==> src/rtl/ibr_pkg.sv <==
package ibr_pkg;

  typedef enum logic [1:0] {
    ST_IDLE = 2'd0,
    ST_REQ  = 2'd1,
    ST_WAIT = 2'd2,
    ST_ACK  = 2'd3
  } ibr_state_e;

  typedef enum logic [2:0] {
    SEL_NONE  = 3'd0,
    SEL_CMD   = 3'd1,
    SEL_ADDR  = 3'd2,
    SEL_RDATA = 3'd3,
    SEL_WDATA = 3'd4
  } ibr_sel_e;

  localparam int unsigned CMD_RD_BIT  = 0;
  localparam int unsigned CMD_WR_BIT  = 1;
  localparam int unsigned CMD_ACK_BIT = 2;

  // Which mailbox word a host byte address hits; byte lanes ignored.
  function automatic ibr_sel_e ibr_decode(input logic [63:0] addr,
                                          input logic [63:0] base);
    if (addr < base || (addr - base) > 64'hF) return SEL_NONE;
    case (2'((addr - base) >> 2))
      2'd0:    return SEL_CMD;
      2'd1:    return SEL_ADDR;
      2'd2:    return SEL_RDATA;
      default: return SEL_WDATA;
    endcase
  endfunction

  // Target lies inside a downstream space of 2**aw registers' byte span.
  function automatic logic ibr_in_span(input logic [63:0] addr,
                                       input int unsigned aw);
    return (addr >> aw) == 64'd0;
  endfunction

  // Exactly one of read/write requested.
  function automatic logic ibr_cmd_ok(input logic rd_bit, input logic wr_bit);
    return rd_bit ^ wr_bit;
  endfunction

endpackage

==> src/rtl/ibr_host_if.sv <==
module ibr_host_if
  import ibr_pkg::*;
#(
  parameter int unsigned HOST_AW  = 12,
  parameter int unsigned DATA_W   = 32,
  parameter int unsigned MBX_BASE = 32'h400
) (
  input  logic               clk,
  input  logic               rst,
  input  logic               hst_wr,
  input  logic               hst_rd,
  input  logic [HOST_AW-1:0] hst_addr,
  input  logic [DATA_W-1:0]  cmd_view,
  input  logic [DATA_W-1:0]  addr_q,
  input  logic [DATA_W-1:0]  rdata_q,
  input  logic [DATA_W-1:0]  wdata_q,
  output logic               cmd_wr_evt,
  output logic               addr_wr_evt,
  output logic               wdata_wr_evt,
  output logic [DATA_W-1:0]  hst_rdata
);

  ibr_sel_e sel;

  assign sel          = ibr_decode(64'(hst_addr), 64'(MBX_BASE));
  assign cmd_wr_evt   = hst_wr && (sel == SEL_CMD);
  assign addr_wr_evt  = hst_wr && (sel == SEL_ADDR);
  assign wdata_wr_evt = hst_wr && (sel == SEL_WDATA);

  always_comb begin
    hst_rdata = '0;
    if (hst_rd) begin
      unique case (sel)
        SEL_CMD:   hst_rdata = cmd_view;
        SEL_ADDR:  hst_rdata = addr_q;
        SEL_RDATA: hst_rdata = rdata_q;
        SEL_WDATA: hst_rdata = wdata_q;
        default:   hst_rdata = '0;
      endcase
    end
  end

  // a host write hits at most one mailbox word
  p_one_word_r1: assert property (@(posedge clk) disable iff (rst)
    hst_wr |-> $onehot0({cmd_wr_evt, addr_wr_evt, wdata_wr_evt}));

  // reads outside the mailbox return zero
  p_hole_zero_r1: assert property (@(posedge clk) disable iff (rst)
    (hst_rd && sel == SEL_NONE) |-> (hst_rdata == '0));

endmodule

==> src/rtl/ibr_xfer_fsm.sv <==
module ibr_xfer_fsm
  import ibr_pkg::*;
#(
  parameter int unsigned DATA_W = 32,
  parameter int unsigned DN_AW  = 12
) (
  input  logic              clk,
  input  logic              rst,
  input  logic              cmd_wr_evt,
  input  logic              addr_wr_evt,
  input  logic              wdata_wr_evt,
  input  logic [DATA_W-1:0] wr_value,
  input  logic              dn_ready,
  input  logic              dn_rvalid,
  input  logic [DATA_W-1:0] dn_rdata,
  output logic [DATA_W-1:0] cmd_view,
  output logic [DATA_W-1:0] addr_q,
  output logic [DATA_W-1:0] wdata_q,
  output logic [DATA_W-1:0] rdata_q,
  output logic              dn_req,
  output logic              dn_we,
  output logic [DN_AW-1:0]  dn_addr,
  output logic [DATA_W-1:0] dn_wdata
);

  localparam int unsigned PAD_W = DATA_W - 3;

  ibr_state_e state_q, state_d;
  logic       op_rd_q;

  // Named events for the checks below
  logic is_idle, tgt_ok, start_evt, oob_evt, accept_evt, resp_evt, clear_evt;

  assign is_idle    = (state_q == ST_IDLE);
  assign tgt_ok     = ibr_in_span(64'(addr_q), DN_AW);
  assign start_evt  = is_idle && cmd_wr_evt &&
                      ibr_cmd_ok(wr_value[CMD_RD_BIT], wr_value[CMD_WR_BIT]);
  assign oob_evt    = start_evt && !tgt_ok;
  assign accept_evt = (state_q == ST_REQ) && dn_ready;
  assign resp_evt   = (state_q == ST_WAIT) && dn_rvalid;
  assign clear_evt  = (state_q == ST_ACK) && cmd_wr_evt && (wr_value == '0);

  always_comb begin
    state_d = state_q;
    unique case (state_q)
      ST_IDLE: if (start_evt)  state_d = tgt_ok ? ST_REQ : ST_ACK;
      ST_REQ:  if (accept_evt) state_d = ST_WAIT;
      ST_WAIT: if (resp_evt)   state_d = ST_ACK;
      ST_ACK:  if (clear_evt)  state_d = ST_IDLE;
      default:                 state_d = ST_IDLE;
    endcase
  end

  always_ff @(posedge clk) begin
    if (rst) begin
      state_q <= ST_IDLE;
      op_rd_q <= 1'b0;
      addr_q  <= '0;
      wdata_q <= '0;
      rdata_q <= '0;
    end else begin
      state_q <= state_d;
      if (start_evt) op_rd_q <= wr_value[CMD_RD_BIT];
      if (is_idle && addr_wr_evt)  addr_q  <= wr_value;
      if (is_idle && wdata_wr_evt) wdata_q <= wr_value;
      if (oob_evt && wr_value[CMD_RD_BIT]) rdata_q <= '0;
      else if (resp_evt && op_rd_q)        rdata_q <= dn_rdata;
    end
  end

  logic active, ack_flag;
  assign active   = !is_idle;
  assign ack_flag = (state_q == ST_ACK);
  assign cmd_view = {{PAD_W{1'b0}}, ack_flag, active && !op_rd_q, active && op_rd_q};

  assign dn_req   = (state_q == ST_REQ);
  assign dn_we    = !op_rd_q;
  assign dn_addr  = addr_q[DN_AW-1:0];
  assign dn_wdata = wdata_q;

  // request and its payload hold until accepted
  p_hold_req_r4: assert property (@(posedge clk) disable iff (rst)
    (dn_req && !dn_ready) |=> (dn_req && $stable(dn_addr) && $stable(dn_we) && $stable(dn_wdata)));

  // acknowledge appears only after a response or an out-of-span start
  p_ack_source_r5: assert property (@(posedge clk) disable iff (rst)
    $rose(cmd_view[CMD_ACK_BIT]) |-> $past(resp_evt || oob_evt));

  // clearing returns the command word to zero
  p_clear_zero_r6: assert property (@(posedge clk) disable iff (rst)
    clear_evt |=> (cmd_view == '0));

  // nonzero command writes after acknowledge change nothing
  p_ack_ignore_r7: assert property (@(posedge clk) disable iff (rst)
    (ack_flag && cmd_wr_evt && wr_value != '0) |=> $stable(cmd_view));

  // both direction bits at once never leave idle
  p_both_noop_r8: assert property (@(posedge clk) disable iff (rst)
    (is_idle && cmd_wr_evt && wr_value[1:0] == 2'b11) |=> (cmd_view == '0));

  // out-of-span targets are never requested
  p_span_only_r9: assert property (@(posedge clk) disable iff (rst)
    dn_req |-> tgt_ok);

  // address and write data frozen outside idle
  p_frozen_r10: assert property (@(posedge clk) disable iff (rst)
    !is_idle |=> ($stable(addr_q) && $stable(wdata_q)));

  // the direction bits of the command word are exclusive
  p_dir_excl_r2: assert property (@(posedge clk) disable iff (rst)
    $onehot0(cmd_view[1:0]));

endmodule

==> src/rtl/ibr_bridge.sv <==
module ibr_bridge
  import ibr_pkg::*;
#(
  parameter int unsigned HOST_AW  = 12,
  parameter int unsigned DATA_W   = 32,
  parameter int unsigned DN_AW    = 12,
  parameter int unsigned MBX_BASE = 32'h400
) (
  input  logic               clk,
  input  logic               rst,
  input  logic               hst_wr,
  input  logic               hst_rd,
  input  logic [HOST_AW-1:0] hst_addr,
  input  logic [DATA_W-1:0]  hst_wdata,
  output logic [DATA_W-1:0]  hst_rdata,
  output logic               dn_req,
  output logic               dn_we,
  output logic [DN_AW-1:0]   dn_addr,
  output logic [DATA_W-1:0]  dn_wdata,
  input  logic               dn_ready,
  input  logic               dn_rvalid,
  input  logic [DATA_W-1:0]  dn_rdata
);

  logic              cmd_wr_evt, addr_wr_evt, wdata_wr_evt;
  logic [DATA_W-1:0] cmd_view, addr_q, wdata_q, rdata_q;

  ibr_host_if #(
    .HOST_AW (HOST_AW),
    .DATA_W  (DATA_W),
    .MBX_BASE(MBX_BASE)
  ) u_host (
    .clk         (clk),
    .rst         (rst),
    .hst_wr      (hst_wr),
    .hst_rd      (hst_rd),
    .hst_addr    (hst_addr),
    .cmd_view    (cmd_view),
    .addr_q      (addr_q),
    .rdata_q     (rdata_q),
    .wdata_q     (wdata_q),
    .cmd_wr_evt  (cmd_wr_evt),
    .addr_wr_evt (addr_wr_evt),
    .wdata_wr_evt(wdata_wr_evt),
    .hst_rdata   (hst_rdata)
  );

  ibr_xfer_fsm #(
    .DATA_W(DATA_W),
    .DN_AW (DN_AW)
  ) u_fsm (
    .clk         (clk),
    .rst         (rst),
    .cmd_wr_evt  (cmd_wr_evt),
    .addr_wr_evt (addr_wr_evt),
    .wdata_wr_evt(wdata_wr_evt),
    .wr_value    (hst_wdata),
    .dn_ready    (dn_ready),
    .dn_rvalid   (dn_rvalid),
    .dn_rdata    (dn_rdata),
    .cmd_view    (cmd_view),
    .addr_q      (addr_q),
    .wdata_q     (wdata_q),
    .rdata_q     (rdata_q),
    .dn_req      (dn_req),
    .dn_we       (dn_we),
    .dn_addr     (dn_addr),
    .dn_wdata    (dn_wdata)
  );

  // reset leaves the bridge idle with an empty command word
  p_reset_idle_r11: assert property (@(posedge clk)
    rst |=> (hst_rd || !hst_rd) && !dn_req && (cmd_view == '0) && (addr_q == '0));

endmodule

==> config.mk <==
export PLATFORM = sky130hd
export DESIGN_NAME = ibr_bridge
export DESIGN_NICKNAME = d
export VERILOG_FILES = /design/src/rtl/ibr_pkg.sv /design/src/rtl/ibr_host_if.sv /design/src/rtl/ibr_xfer_fsm.sv /design/src/rtl/ibr_bridge.sv
export SDC_FILE = /design/constraint.sdc
export NUM_CORES = 1
export LEC_CHECK = 0
export BUFFER_PORTS_ARGS = -buffer_cell sky130_fd_sc_hd__buf_2
export CAP_MARGIN = 5
export CELL_PAD_IN_SITES_DETAIL_PLACEMENT = 2
export CELL_PAD_IN_SITES_GLOBAL_PLACEMENT = 2
export CORE_MARGIN = 4
export CORE_UTILIZATION = 27
export CTS_CLUSTER_DIAMETER = 200
export DETAILED_ROUTE_END_ITERATION = 12
export PLACE_DENSITY = 0.89
export SETUP_SLACK_MARGIN = 0.1
export SYNTH_ARGS = -nofsm -noshare
export SYNTH_HDL_FRONTEND = slang
export SYNTH_SLANG_ARGS = --single-unit
export TNS_END_PERCENT = 20
==> constraint.sdc <==
create_clock -name clk -period 7.1 [get_ports clk]
set_clock_uncertainty 0.05 [all_clocks]
set_input_delay 1.065 -clock clk [delete_from_list [all_inputs] [get_ports clk]]
set_output_delay 1.065 -clock clk [all_outputs]
set_load 0.02 [all_outputs]
==> flow_summary.ini <==
[clock_tree]
cts-resized-gates = 0
clock_latency_ns = 0.35
cts_tree = yes
cts-root-buf = clkbuf_16
cts.repair_timing.setup_buffer_count = 0
htree_levels = 3
clock-sinks = 99
cts_hold_buf = 0
cts_buffers = 9
clkTransAtPathRegs_ns = 0.07
cts.path.max_buffers = 2

[worst_setup_path]
cp.required_ns = 5.98
crit_path_max_incr_delay_ns = 0.76
slowest_stage = or4b_1
cp.arrival_ns = 3.29
path_cells = buf_2 -> or4b_1 -> or4b_1 -> nor3_1 -> a21oi_1 -> a21oi_1 -> buf_2
cp.buffers_inverters = 2
crit_path_start_kind = input pin
end_kind = output pin
critPathTopFamily = simple AND/OR/NAND/NOR gates
rrSetupSlack_ns = 4.52
path_max_fanout = 8
crit_type = in -> out

[global_route]
grt_start_max_net_pins = 70
antenna_found_initial = 0
overflow = 0
grt_pass1_wl_mm = 29.0
grt_pass1_vias = 5344
grt_util_all_layers_pct = 20.0

[logic_synthesis]
ys.flop_type = dfxtp_1
synth_compound_area_share_pct = 20.7
synthMuxAreaShare_pct = 0
mappedNetlistArea_um2 = 4450
synth.largest_area_cell = dfxtp_1
synth-xor-area-share_pct = 0.197
syn_inst = 591
synth_edf_count = 0
async_flop_share_pct = 0
synth.most_common_cell = nand2_1
synthSimpleGateAreaFrac_pct = 24.9
synth_top_family_by_area = simple AND/OR/NAND/NOR gates
synth.distinct_cells = 32
yosysWarnings = 0
syn_area_per_cell_um2 = 7.53
yosysTopAreaCellShare_pct = 44.5
netlist_top_cells_count = 194 x nand2_1, 102 x a21oi_1, 99 x dfxtp_1, 43 x clkbuf_1, 37 x nor2_1
yosys.area_share.adder_pct = 2.25
syn-num-nets = 681
ys_ff_latch = 99
ys_seq_area_share_pct = 44.5
synthTopCellsByArea = dfxtp_1 45%, nand2_1 16%, a21oi_1 11%

[floorplanning]
core_area_um2 = 16000
dieArea_um2 = 18600
ios = 160
dieHeight_um = 136
initial_core_util_pct = 27.8
die_w_um = 136
rows = 46

[detailed_routing]
wire_per_inst_um = 20.2
vias_per_cell = 5.22
drc = 0
drt-pass1-iter-count = 6
first_iter_violations = 323
wirelength_mm = 18.8
num_vias = 4861
postRouteAntennaNets = 0

[timing]
hold_viol = 0
rsz0062_at_grt = false
max-slew-margin-rel_pct = 44.9
tns_ns = 0
finalCritPeriodShare_pct = 62.0
fmax_ghz = 0.227
slew_violations = 0
setup_viol_count_final = 0
min_period_ns = 4.40
worst_slew_pin_slew_ns = 0.826

[power]
power_density_nw_per_um2 = 202
p_leak_nw = 2.15
ir_worst_vdd_mv = 0.0972

[place]
globalplace.congestion = 0.761
io_buffers = 157
dp_hpwl_mm = 13.5

[cells_and_area]
fillers = 1958
diodes = 0
nets = 800
fin_util_pct = 35.2
area_delta_synth_final_pct = 26.4
drive_above_1_share_pct = 26.6

[job]
max_cap_viol_count = 0

[run_status]
status = completed

[hold_path]
hold_path_class = reg -> reg
## path summary, 6_finish.rpt
kind                startpoint                end  depth (start not counted)
min reg2reg  u_fsm.rdata_q[12]  u_fsm.rdata_q[12]                          2
max reg2reg   u_fsm.state_q[1]  u_fsm.rdata_q[18]                          7
min          u_fsm.rdata_q[12]  u_fsm.rdata_q[12]                          2
max               hst_addr[11]       hst_rdata[0]                          7
## registers in the layout, indices dropped and copies added (netlist names)
| register | count |
|---|---|
| u_fsm.state_q | 2 |
| u_fsm.rdata_q | 32 |
| u_fsm.op_rd_q | 1 |
| u_fsm.dn_wdata | 32 |
| u_fsm.addr_q | 32 |
## tightest hold or removal path, cell delays in order (launching register included)
cell	delay, ns
dfxtp_1	0.31
nand2_1	0.05
a21oi_1	0.06
## cells by family (layout without fill, tap and decap cells)
logic type      Yosys count  in the layout
xor+xnor                  1              1
compound gates          144            144
fa+ha+maj                 8              8
buf+inv                  72            196
simple gates            267            267
flops                    99             99
## area by class of cell
type	count	area (um2)	area share (%)
multi-input cells	420	2160	38.4
flip-flops and latches	99	1980	35.2
repair buffers	169	876	15.6
well taps	216	270	4.81
clock buffers	10	239	4.25
clock inverters	6	53.8	0.957
inverters	11	41.3	0.734
## layer usage
metal	share of wire [%]	GRT usage, %
met3	5.2	2.55
met5	0	0
met1	42	24.1
met4	1.5	6.77
met2	52	36.6
## per-stage QoR
step	instances	hold WS, ns	power [mW]	cell area [um2]	worst slack [ns]
2_1_floorplan	591	0.384	0.619	4450	2.96
3_3_place_gp	915	0.392	0.659	5330	2.75
3_5_place_dp	915	0.403	0.665	5330	2.71
4_1_cts	931	0.413	1.16	5620	2.70
5_1_grt	931	0.434	1.19	5620	2.57
6_report	931	0.414	1.14	5620	2.70
## power breakdown
group | internal (mW) | total (mW) | switching, mW
combinational | 0.0338 | 0.0919 | 0.0581
sequential | 0.558 | 0.561 | 0.00323
clock | 0.254 | 0.486 | 0.232
total | 0.845 | 1.14 | 0.293
## cells in the final DEF (no fill, tap or decap), drive strengths merged, types with 2 or more instances in the layout
master,netlist,final
a21oi,102,102
a222oi,29,29
a22oi,3,3
a311oi,3,3
and3,4,4
buf,18,169
clkbuf,43,10
clkinv,0,2
dfxtp,99,99
ha,8,8
inv,11,14
nand2,194,194
nand3,5,5
nand4,2,2
nor2,37,37
nor3,3,3
nor4,12,12
o21ai,2,2
or2,2,2
or4,3,3
or4b,2,2
(Power assumes the default switching activity.)
